--- config.mk ---
export PLATFORM = sky130hd
export DESIGN_NAME = sdram_page_sched
export DESIGN_NICKNAME = d
export VERILOG_FILES = /design/src/rtl/sdsched_pkg.sv /design/src/rtl/sdsched_path.sv /design/src/rtl/sdsched_ctrl.sv /design/src/rtl/sdram_page_sched.sv
export SDC_FILE = /design/constraint.sdc
export NUM_CORES = 1
export LEC_CHECK = 0
export ABC_CLOCK_PERIOD_IN_PS = 4750
export BUFFER_PORTS_ARGS = -buffer_cell sky130_fd_sc_hd__buf_2
export CAP_MARGIN = 20
export CORE_AREA = 3 3 76 149
export DETAILED_ROUTE_END_ITERATION = 16
export DIE_AREA = 0 0 79 152
export MAX_ROUTING_LAYER = met4
export PLACE_DENSITY = 0.77
export SYNTH_ARGS = -nofsm -noshare
export SYNTH_HDL_FRONTEND = slang
export SYNTH_SLANG_ARGS = --single-unit
--- constraint.sdc ---
create_clock -name clk -period 4.75 [get_ports clk]
set_input_delay 0.2375 -clock clk [delete_from_list [all_inputs] [get_ports clk]]
set_output_delay 0.2375 -clock clk [all_outputs]
set_load 0.01 [all_outputs]
--- src/rtl/sdsched_pkg.sv ---
package sdsched_pkg;

  typedef enum logic [2:0] {
    CMD_NOP,
    CMD_ACT,
    CMD_RD,
    CMD_WR,
    CMD_PRE,
    CMD_PALL,
    CMD_REF
  } cmd_e;

  // strobes from the selector to the bank table / pin stage
  typedef struct packed {
    cmd_e cmd;
    logic takeReq;
  } strobe_t;

endpackage

--- src/rtl/sdsched_path.sv ---
module sdsched_path
  import sdsched_pkg::*;
#(
  parameter int NB    = 4,
  parameter int BW    = 2,
  parameter int RW    = 13,
  parameter int CW    = 10,
  parameter int BL    = 4,
  parameter int T_RCD = 3,
  parameter int T_RP  = 2,
  parameter int T_RFC = 7
) (
  input  logic          clk,
  input  logic          rstN,
  input  strobe_t       stb,
  input  logic [BW-1:0] tgtBank,
  input  logic [BW-1:0] reqBank,
  input  logic [RW-1:0] reqRow,
  input  logic [CW-1:0] reqCol,
  output logic [NB-1:0] openVld,
  output logic          rowHit,
  output logic [NB-1:0] bankIdle,
  output logic          refIdle,
  output logic          colFastOk,
  output logic          colSlowOk,
  output logic          colBusy,
  output logic [BW-1:0] lastBank,
  output logic          refAck,
  output logic          sdCsN,
  output logic          sdRasN,
  output logic          sdCasN,
  output logic          sdWeN,
  output logic [BW-1:0] sdBank,
  output logic [RW-1:0] sdAddr
);
  localparam int M1 = (T_RCD > T_RP) ? T_RCD : T_RP;
  localparam int M2 = (M1 > T_RFC) ? M1 : T_RFC;
  localparam int M3 = (M2 > BL) ? M2 : BL;
  localparam int TW = $clog2(M3 + 1);
  localparam int AP_BIT = 10;
  localparam logic [RW-1:0] AP_MASK = RW'(1) << AP_BIT;

  logic [RW-1:0] openRow [NB];
  logic [TW-1:0] bankCnt [NB];
  logic [TW-1:0] refCnt;
  logic [TW-1:0] colCnt;
  logic [3:0]    pins;

  // bank table: open row, valid flag and per-bank wait counter
  always_ff @(posedge clk) begin
    for (int b = 0; b < NB; b++) begin
      if (!rstN) begin
        openVld[b] <= 1'b0;
        openRow[b] <= '0;
        bankCnt[b] <= '0;
      end else if (stb.cmd == CMD_ACT && tgtBank == BW'(b)) begin
        openVld[b] <= 1'b1;
        openRow[b] <= reqRow;
        bankCnt[b] <= TW'(T_RCD - 1);
      end else if ((stb.cmd == CMD_PRE && tgtBank == BW'(b)) || stb.cmd == CMD_PALL) begin
        openVld[b] <= 1'b0;
        bankCnt[b] <= TW'(T_RP - 1);
      end else if (bankCnt[b] != '0) begin
        bankCnt[b] <= bankCnt[b] - 1'b1;
      end
    end
  end

  // refresh recovery and column/burst spacing counters
  always_ff @(posedge clk) begin
    if (!rstN) begin
      refCnt   <= '0;
      colCnt   <= '0;
      lastBank <= '0;
    end else begin
      if (stb.cmd == CMD_REF) refCnt <= TW'(T_RFC - 1);
      else if (refCnt != '0)  refCnt <= refCnt - 1'b1;
      if (stb.cmd == CMD_RD || stb.cmd == CMD_WR) begin
        colCnt   <= TW'(BL);
        lastBank <= tgtBank;
      end else if (colCnt != '0) begin
        colCnt <= colCnt - 1'b1;
      end
    end
  end

  // registered pin stage: {cs, ras, cas, we}
  always_ff @(posedge clk) begin
    if (!rstN) begin
      pins   <= 4'b1111;
      sdBank <= '0;
      sdAddr <= '0;
      refAck <= 1'b0;
    end else begin
      sdBank <= tgtBank;
      refAck <= (stb.cmd == CMD_REF);
      case (stb.cmd)
        CMD_ACT:  begin pins <= 4'b0011; sdAddr <= reqRow; end
        CMD_RD:   begin pins <= 4'b0101; sdAddr <= {{(RW-CW){1'b0}}, reqCol}; end
        CMD_WR:   begin pins <= 4'b0100; sdAddr <= {{(RW-CW){1'b0}}, reqCol}; end
        CMD_PRE:  begin pins <= 4'b0010; sdAddr <= '0; end
        CMD_PALL: begin pins <= 4'b0010; sdAddr <= AP_MASK; end
        CMD_REF:  begin pins <= 4'b0001; sdAddr <= '0; end
        default:  begin pins <= 4'b1111; sdAddr <= '0; end
      endcase
    end
  end

  assign {sdCsN, sdRasN, sdCasN, sdWeN} = pins;

  always_comb begin
    for (int b = 0; b < NB; b++) bankIdle[b] = (bankCnt[b] == '0);
  end
  assign rowHit    = openVld[reqBank] && (openRow[reqBank] == reqRow);
  assign refIdle   = (refCnt == '0);
  assign colFastOk = (colCnt <= TW'(1));
  assign colSlowOk = (colCnt == '0);
  assign colBusy   = (colCnt > TW'(1));

  // column only to an open bank whose activate delay has run out
  a_r1_col_open: assert property (@(posedge clk) disable iff (!rstN)
    (stb.cmd == CMD_RD || stb.cmd == CMD_WR) |-> (openVld[tgtBank] && bankCnt[tgtBank] == '0));

  // activate only to a closed, recovered bank outside refresh recovery
  a_r2_act_ready: assert property (@(posedge clk) disable iff (!rstN)
    (stb.cmd == CMD_ACT) |-> (!openVld[tgtBank] && bankCnt[tgtBank] == '0 && refCnt == '0));

  // refresh only with every bank closed
  a_r9_ref_closed: assert property (@(posedge clk) disable iff (!rstN)
    (stb.cmd == CMD_REF) |-> (openVld == '0));

  // precharge-all drives bit 10 high and closes every bank
  a_r8_pall_clears: assert property (@(posedge clk) disable iff (!rstN)
    (stb.cmd == CMD_PALL) |=> (openVld == '0 && sdAddr[AP_BIT] && !sdRasN && sdCasN && !sdWeN));

  // no column command while the previous burst still needs its slot
  a_r3_col_spacing: assert property (@(posedge clk) disable iff (!rstN)
    (stb.cmd == CMD_RD || stb.cmd == CMD_WR) |-> (colCnt <= TW'(1)));

  // the bursting bank is not precharged before its burst ends
  a_r11_pre_after_burst: assert property (@(posedge clk) disable iff (!rstN)
    (stb.cmd == CMD_PRE) |-> !(colBusy && lastBank == tgtBank));

endmodule

--- src/rtl/sdsched_ctrl.sv ---
module sdsched_ctrl
  import sdsched_pkg::*;
#(
  parameter int NB = 4,
  parameter int BW = 2
) (
  input  logic          reqValid,
  input  logic [BW-1:0] reqBank,
  input  logic          reqWrite,
  input  logic          reqFast,
  input  logic          refReq,
  input  logic          cfgKeepOpen,
  input  logic          cfgNoOverlap,
  input  logic [NB-1:0] openVld,
  input  logic          rowHit,
  input  logic [NB-1:0] bankIdle,
  input  logic          refIdle,
  input  logic          colFastOk,
  input  logic          colSlowOk,
  input  logic          colBusy,
  input  logic [BW-1:0] lastBank,
  output strobe_t       stb,
  output logic [BW-1:0] tgtBank,
  output logic          reqReady
);
  logic [NB-1:0] reqSel, lastSel, closable, strayReq, strayIdle;

  function automatic logic [BW-1:0] lowIdx(input logic [NB-1:0] m);
    lowIdx = '0;
    for (int i = NB - 1; i >= 0; i--) if (m[i]) lowIdx = BW'(i);
  endfunction

  assign reqSel  = NB'(1) << reqBank;
  assign lastSel = NB'(1) << lastBank;

  always_comb begin
    for (int x = 0; x < NB; x++)
      closable[x] = openVld[x] && bankIdle[x] && !(colBusy && lastBank == BW'(x));
  end
  assign strayReq  = closable & ~reqSel;
  assign strayIdle = cfgKeepOpen ? (closable & ~lastSel) : closable;

  always_comb begin
    stb.cmd     = CMD_NOP;
    stb.takeReq = 1'b0;
    tgtBank     = reqBank;
    if (refReq) begin
      if (|openVld) begin
        if (!colBusy && &(bankIdle | ~openVld)) stb.cmd = CMD_PALL;
      end else if (&bankIdle && refIdle) begin
        stb.cmd = CMD_REF;
      end
    end else if (reqValid) begin
      if (rowHit) begin
        if (bankIdle[reqBank] && (reqFast ? colFastOk : colSlowOk)) begin
          stb.cmd     = reqWrite ? CMD_WR : CMD_RD;
          stb.takeReq = 1'b1;
        end else if (|strayReq) begin
          stb.cmd = CMD_PRE;
          tgtBank = lowIdx(strayReq);
        end
      end else if (openVld[reqBank]) begin
        if (closable[reqBank]) stb.cmd = CMD_PRE;
      end else if (cfgNoOverlap && |(openVld & ~reqSel)) begin
        if (|strayReq) begin
          stb.cmd = CMD_PRE;
          tgtBank = lowIdx(strayReq);
        end
      end else if (bankIdle[reqBank] && refIdle) begin
        stb.cmd = CMD_ACT;
      end
    end else if (|strayIdle) begin
      stb.cmd = CMD_PRE;
      tgtBank = lowIdx(strayIdle);
    end
  end

  assign reqReady = stb.takeReq;

endmodule

--- src/rtl/sdram_page_sched.sv ---
module sdram_page_sched
  import sdsched_pkg::*;
#(
  parameter int NB    = 4,
  parameter int RW    = 13,
  parameter int CW    = 10,
  parameter int BL    = 4,
  parameter int T_RCD = 3,
  parameter int T_RP  = 2,
  parameter int T_RFC = 7,
  localparam int BW   = $clog2(NB)
) (
  input  logic          clk,
  input  logic          rstN,
  input  logic          reqValid,
  output logic          reqReady,
  input  logic [BW-1:0] reqBank,
  input  logic [RW-1:0] reqRow,
  input  logic [CW-1:0] reqCol,
  input  logic          reqWrite,
  input  logic          reqFast,
  input  logic          refReq,
  output logic          refAck,
  input  logic          cfgKeepOpen,
  input  logic          cfgNoOverlap,
  output logic          sdCsN,
  output logic          sdRasN,
  output logic          sdCasN,
  output logic          sdWeN,
  output logic [BW-1:0] sdBank,
  output logic [RW-1:0] sdAddr
);
  strobe_t       stb;
  logic [BW-1:0] tgtBank, lastBank;
  logic [NB-1:0] openVld, bankIdle;
  logic          rowHit, refIdle, colFastOk, colSlowOk, colBusy;

  sdsched_ctrl #(.NB(NB), .BW(BW)) uCtrl (
    .reqValid(reqValid), .reqBank(reqBank), .reqWrite(reqWrite), .reqFast(reqFast),
    .refReq(refReq), .cfgKeepOpen(cfgKeepOpen), .cfgNoOverlap(cfgNoOverlap),
    .openVld(openVld), .rowHit(rowHit), .bankIdle(bankIdle), .refIdle(refIdle),
    .colFastOk(colFastOk), .colSlowOk(colSlowOk), .colBusy(colBusy), .lastBank(lastBank),
    .stb(stb), .tgtBank(tgtBank), .reqReady(reqReady)
  );

  sdsched_path #(.NB(NB), .BW(BW), .RW(RW), .CW(CW), .BL(BL),
                 .T_RCD(T_RCD), .T_RP(T_RP), .T_RFC(T_RFC)) uPath (
    .clk(clk), .rstN(rstN), .stb(stb), .tgtBank(tgtBank), .reqBank(reqBank),
    .reqRow(reqRow), .reqCol(reqCol), .openVld(openVld), .rowHit(rowHit),
    .bankIdle(bankIdle), .refIdle(refIdle), .colFastOk(colFastOk), .colSlowOk(colSlowOk),
    .colBusy(colBusy), .lastBank(lastBank), .refAck(refAck), .sdCsN(sdCsN),
    .sdRasN(sdRasN), .sdCasN(sdCasN), .sdWeN(sdWeN), .sdBank(sdBank), .sdAddr(sdAddr)
  );

endmodule

# ---- Word-level counts from Yosys, hierarchy flattened
# Memory sizes are Yosys's and may differ from the RTL's.
# Index checks and enable logic that the tools add are counted.
dict set report op_classes {
  add_sub_neg 6
  eq_ne 13
  n_bitwise 24
  order_cmp 3
  shifts 2
  muxes 121
  n_reduce_logical 66
}
# op n
set ops {}
lappend ops {{2-to-1 mux 3 bit} 28}
lappend ops {{2-to-1 mux 1 bit} 67}
lappend ops {{2-to-1 mux 13 bit} 4}
lappend ops {{one-hot mux 13 bit (3 select lines)} 1}
lappend ops {{2-to-1 mux 2 bit} 16}
lappend ops {{logical AND 1 bit} 26}
lappend ops {{one-hot mux 4 bit (5 select lines)} 1}
lappend ops {{logical NOT 3 bit} 6}
lappend ops {{nonzero test 3 bit} 6}
lappend ops {{subtractor 3 x 1 -> 3 bit (second input constant)} 6}
lappend ops {{OR 1 bit} 16}
lappend ops {{OR reduction 4 bit} 4}
lappend ops {{== test 13 bit} 1}
lappend ops {{AND 4 bit} 3}
lappend ops {{inverter 4 bit} 3}
lappend ops {{nonzero test 2 bit} 6}
lappend ops {{== test 3 bit (second input constant)} 3}
lappend ops {{== test 2 bit (second input constant)} 4}
lappend ops {{AND reduction 4 bit} 2}
lappend ops {{OR reduction 2 bit} 4}
lappend ops {{left shift 1 x 2 -> 4 bit (first input constant)} 2}
lappend ops {{binary-select mux 1 bit (select 2 bit)} 3}
lappend ops {{== test 3 x 2 -> 1 bit (second input constant)} 2}
lappend ops {{logical NOT 1 bit} 5}
lappend ops {{other kinds (10)} 16}
dict set report word_totals {
  in_bits 33
  n_memories 2
  regBits 32
  word_cells 250
  ramBits 64
  output_inout_bits 21
}
# memory depth width rd rd_clocked_by_memory_dff wr line
set mem_list {}
lappend mem_list {uPath.openRow 4 13 1 0 4 sdsched_path.sv:43} ;# logic [RW-1:0] openRow [NB];
lappend mem_list {uPath.bankCnt 4 3 4 0 4 sdsched_path.sv:44} ;# logic [TW-1:0] bankCnt [NB];

# ---- Logic depth before layout (Yosys ltp)
dict set report depth {
  depth_word 24
  ltp_mapped 14
  depth_no_buf 11
}

# ---- Modules after synthesis
# A second synthesis with hierarchy kept.
dict set report hier_totals {
  hier_cells 464
  area_unflattened_um2 5118.7
}
# mod area_per_inst_um2 seq_area_each_um2 n_inst cells_each
set modules_own_cells {}
lappend modules_own_cells {sdsched_path 4456.8 2562.5 1 364}
lappend modules_own_cells {sdsched_ctrl 661.9 0.0 1 100}

# ---- Least setup slack after synthesis
# No wires, ideal clock.
dict set report synth_path {
  path_type {register to register}
  startpoint {reg uPath.colCnt[1]}
  endpoint {mem uPath.openRow[0][0] (enable)}
  setup_time_ns 0.406
  n_path_buf 2
  slack_ns 0.704
  t_required_ns 4.344
  synth_period_minus_slack_ns 4.046
  arrival_ns 3.640
  stages_incl_launch_ff 12
  cell_sequence {dfxtp_1 > inv_1 > ha_1 > o21bai_1 > clkbuf_1 > a21boi_0 > mux2i_1 > a311oi_1 > or2_2 > o311a_2 > buf_2 > o31ai_1}
}
# item line
set synth_lines {}
lappend synth_lines {{start: declaration} sdsched_path.sv:46} ;# logic [TW-1:0] colCnt;
lappend synth_lines {{start signal: assignment} sdsched_path.sv:79} ;# colCnt <= TW'(BL);
lappend synth_lines {{start signal: assignment} sdsched_path.sv:82} ;# colCnt <= colCnt - 1'b1;
lappend synth_lines {{end: declaration} sdsched_path.sv:43}

==> results <==
- The flow ran to the end, and the final reports show no timing, DRC or antenna violations.
- The congestion estimate from routability-driven global placement came to 0.926.
- The final HPWL from detailed placement is 11100 um.
- The number of enable flip-flop cells after synthesis is 64.
- The initial antenna violation count is 0.
- After synthesis, the largest area contributor takes up 34.2% of total cell area.
- In the final layout, the share of cells above drive strength 1 is 19.6%.
- The synthesized netlist occupies a cell area of 5610 um2.
- The post-synthesis register bit count is 96.
- The clock tree root buffer cell is sky130_fd_sc_hd__clkbuf_16.
- The worst path uses 86.8% of the clock period.
- By area the synthesized netlist is led by sky130_fd_sc_hd__edfxtp_1 34%, sky130_fd_sc_hd__dfxtp_1 11%, sky130_fd_sc_hd__and2_1 5.8%.
- Yosys printed 0 warnings.
- The delay contributed by the slowest stage of the critical path is 860 ps.
- Clock-pin slew was measured on the worst setup and hold paths at 70 ps.
- The largest fanout on the critical path is 14.
- From bottom edge to top edge, the die measures 152 um.
- For this design the ratio of total power to cell area is 461 nW/um2.
- The number of placement rows is 52.
- Setup repair after global routing left no endpoint under its margin.
- Relative to the synthesized area, the layout overhead comes to 13.2%.
- The final layout contains routed wiring with a total length of 15200 um.
- After the last flow step, the layout net total stands at 602.
- Buffers added to address setup during post-CTS repair amount to 0.
- The gate count of the mapped netlist is 513.
- The required arrival time at the worst endpoint is 4960 ps.
- The slowest stage of the critical path is the sky130_fd_sc_hd__nor3_2 cell.
- The setup path with the least slack is of type register to register.
- In this run the worst hold path is classified as primary input to register.
- The remaining global-route overflow is 0.
- The routed via count divided by cell count is 6.30.
- The maximum clock frequency is 243 MHz.
- The critical path capture point type is a register.
- After synthesis, the netlist uses 66 different library cells.
- The minimum clock period after layout is 4120 ps.
- Max-cap violations in this run came to 0.
- The count of pins on the block boundary is 54.
- Counting every net in the synthesized netlist gives 560.
- Each instance of the synthesized netlist takes up on average 10.9 um2.
- The via count of the first global-routing pass was 4368.
- The H-tree generated during clock tree synthesis spans 3 levels.
- The largest voltage drop on the vdd net is 271 uV.
- After the first detailed-routing iteration, the DRC count stood at 232.
- The analysis attributes to cell leakage a power of 2.51 nW.
- The largest net degree at the start of global routing is 53.
- The hold violation total from the final report is 0.
- For this run, the leading register cell type out of synthesis is sky130_fd_sc_hd__edfxtp_1.
- The share of synthesized registers carrying an async set or reset is 0%.
- The count of buffer and inverter cells on the critical path is 0.
- The clock arrives with 8.78 ps of skew.
- The layout has 870 filler cells.
- The starting utilization of the core area is 54.6%.
- The die is 79 um wide.
- The maximum root-to-sink buffer count is 2.
- The clock reaches the later pin of the worst-skew pair after 340 ps.
- For this design, the CTS-stage hold fixing added 0 buffers.
- The CTS tree is built.
- The tightest hold path in the finished design has a slack of 159 ps.
- Headroom to the max-slew limit came out at 31.9%.
- The first detailed-routing pass took 5 iterations.
- The post-synthesis sequential area ratio is 45.7%.
- The area occupied by registers is 2560 um2.
- The max-slew violation total from the final report came to 0.
- Grouping stages by cell kind, the critical path spends the most delay in compound AO/OA/AOI/OAI gates.
- The number of antenna-violating nets in the routed design is 0.
- The floorplan step defined a die boundary enclosing 12000 um2.
- The number of antenna cells inserted is 0.
- The area taken by multi-input logic gates is 2820 um2.
- After floorplanning, the core was sized to cover 10300 um2.
- Counting the buffers created by CTS gives 9.
- Setup violations remaining at the end of the flow were counted as 0.
- The total negative slack for setup checks is 0 ps.
- The first global-routing pass estimated 23400 um of wire.
- In the routed design, unresolved DRC markers number 0.
- At the worst endpoint, the arrival time is 4330 ps.
- The total routing usage reported by global routing is 26.5%.
- The count of buffers from port buffering is 53.
- The signal on the critical path passes through o21bai_1 > a21boi_0 > mux2i_1 > a311oi_1 > o21ai_0 > o22ai_1 > o311ai_2 > nor3_2 > and2_1.
- The post-cts gate resize count is 0.
- CTS saw 96 sinks.
- The total vias in the final route is 4379.
- After detailed routing, the average wire length per cell comes to 21.9 um.
- The startpoint kind of the worst setup timing path is a register.
- The cell type contributing the most total cell area after synthesis is sky130_fd_sc_hd__edfxtp_1.
- At the pin with the least slew margin, the transition time is 1020 ps.
-- worst paths after layout --
check,to,start,cells after the start,slack [ps]
hold reg to reg,uPath.colCnt[1]$_SDFFE_PP0P_,uPath.colCnt[1]$_SDFFE_PP0P_,2,550
setup reg to reg,uPath.openRow[1][6]$_SDFFCE_PN0P_,uPath.colCnt[0]$_SDFFE_PP0P_,9,630
setup / recovery,uPath.openRow[1][6]$_SDFFCE_PN0P_,uPath.colCnt[0]$_SDFFE_PP0P_,9,630
hold / removal,uPath.sdAddr[3]$_SDFF_PN0_,reqCol[3],3,160
-- cells by family after synthesis --
group | after synthesis | share of synthesized area, %
AOI/OAI and AO/OA | 112 | 15.8
xor gates and xnor gates | 17 | 2.65
adders and majority gates | 14 | 3.12
buffers and inverters | 56 | 4.48
DFF | 96 | 45.7
muxes | 24 | 7.94
and+or+nand+nor | 194 | 20.3
-- synthesized netlist by cell type, types with 4 or more instances --
master,n
sky130_fd_sc_hd__nand4_1,8
sky130_fd_sc_hd__mux4_2,7
sky130_fd_sc_hd__a21oi_1,22
sky130_fd_sc_hd__a311o_1,4
sky130_fd_sc_hd__buf_2,9
sky130_fd_sc_hd__o31ai_1,6
sky130_fd_sc_hd__xor2_1,5
sky130_fd_sc_hd__inv_1,22
sky130_fd_sc_hd__nand2b_1,8
sky130_fd_sc_hd__nor2b_1,18
sky130_fd_sc_hd__mux4_1,7
sky130_fd_sc_hd__nand3_1,12
sky130_fd_sc_hd__o211ai_1,12
sky130_fd_sc_hd__dfxtp_1,32
sky130_fd_sc_hd__nor2_1,24
sky130_fd_sc_hd__nand3b_1,7
sky130_fd_sc_hd__nand2_1,29
sky130_fd_sc_hd__edfxtp_1,64
sky130_fd_sc_hd__a22oi_1,12
sky130_fd_sc_hd__nor3_1,5
sky130_fd_sc_hd__and3b_1,6
sky130_fd_sc_hd__xnor2_1,12
sky130_fd_sc_hd__a311oi_1,5
sky130_fd_sc_hd__o2111ai_1,7
sky130_fd_sc_hd__and2_1,52
sky130_fd_sc_hd__o211a_1,5
sky130_fd_sc_hd__mux2i_1,7
sky130_fd_sc_hd__clkbuf_1,19
sky130_fd_sc_hd__ha_1,14
-- area by class of cell --
| type | count | share of cell area [%] |
|---|---|---|
| clock buffer | 10 | 3.61 |
| clock inverter | 6 | 2.17 |
| inverter | 23 | 1.36 |
| multi-input combinational | 361 | 44.4 |
| sequential | 96 | 40.3 |
| tap | 135 | 2.66 |
| timing repair buffer | 64 | 5.48 |
-- worst min-delay path, cell delays in order --
cell	delay (ps)
sky130_fd_sc_hd__buf_2	80
sky130_fd_sc_hd__a22oi_1	60
sky130_fd_sc_hd__nor2b_1	100
-- per-stage QoR --
| stage | setup slack (ps) | instance area [um2] | power [W] | util, % | cells |
|---|---|---|---|---|---|
| after global routing | 341 | 6350 | 0.00307 | 61.8 | 695 |
| after CTS | 670 | 6350 | 0.00292 | 61.8 | 695 |
| after global placement | 547 | 5980 | 0.00201 | 58.2 | 679 |
| after floorplan | 704 | 5610 | 0.00178 | - | 513 |
| after detailed placement | 450 | 5980 | 0.00204 | 58.2 | 679 |
| final | 628 | 6350 | 0.00293 | 61.8 | 695 |
-- state kept, by name, indices dropped and copies added (netlist names) --
register and cells:
uPath.sdBank 2, uPath.pins 4, uPath.openVld 4, uPath.bankCnt 12, uPath.refCnt 3, uPath.lastBank 2, uPath.refAck 1, uPath.openRow 52
uPath.colCnt 3, uPath.sdAddr 13
-- metal layers --
metal	part of all wire (%)	up-vias	global-route usage, %
met1	35	2168	27.2
met3	4.2	33	3.32
met5	0	-	-
li1	-	2023	-
met2	57	155	48.4
met4	4.0	0	12.6
-- where the power goes --
| part | switching, W | internal, W |
|---|---|---|
| clock | 0.000317 | 0.000572 |
| sequential | 0.0000790 | 0.00103 |
| combinational | 0.000557 | 0.000376 |
| total | 0.000953 | 0.00197 |
-- layout by cell type (no fill, tap or decap), types with 6 or more instances in the layout --
cell / instances
sky130_fd_sc_hd__xnor2_1: 12
sky130_fd_sc_hd__clkbuf_16: 9
sky130_fd_sc_hd__buf_4: 11
sky130_fd_sc_hd__and3b_1: 6
sky130_fd_sc_hd__buf_2: 53
sky130_fd_sc_hd__nand2b_1: 8
sky130_fd_sc_hd__mux4_1: 7
sky130_fd_sc_hd__a22oi_1: 12
sky130_fd_sc_hd__nor2_1: 24
sky130_fd_sc_hd__nand2_1: 29
sky130_fd_sc_hd__mux2i_1: 7
sky130_fd_sc_hd__nand3_1: 12
sky130_fd_sc_hd__edfxtp_1: 64
sky130_fd_sc_hd__ha_1: 14
sky130_fd_sc_hd__nand3b_1: 7
sky130_fd_sc_hd__o2111ai_1: 7
sky130_fd_sc_hd__o211ai_1: 12
sky130_fd_sc_hd__inv_1: 22
sky130_fd_sc_hd__a21oi_1: 22
sky130_fd_sc_hd__nor2b_1: 18
sky130_fd_sc_hd__nand4_1: 8
sky130_fd_sc_hd__dfxtp_1: 32
sky130_fd_sc_hd__mux4_2: 7
sky130_fd_sc_hd__and2_1: 52
No activity file was read; power rests on OpenSTA's default activity.
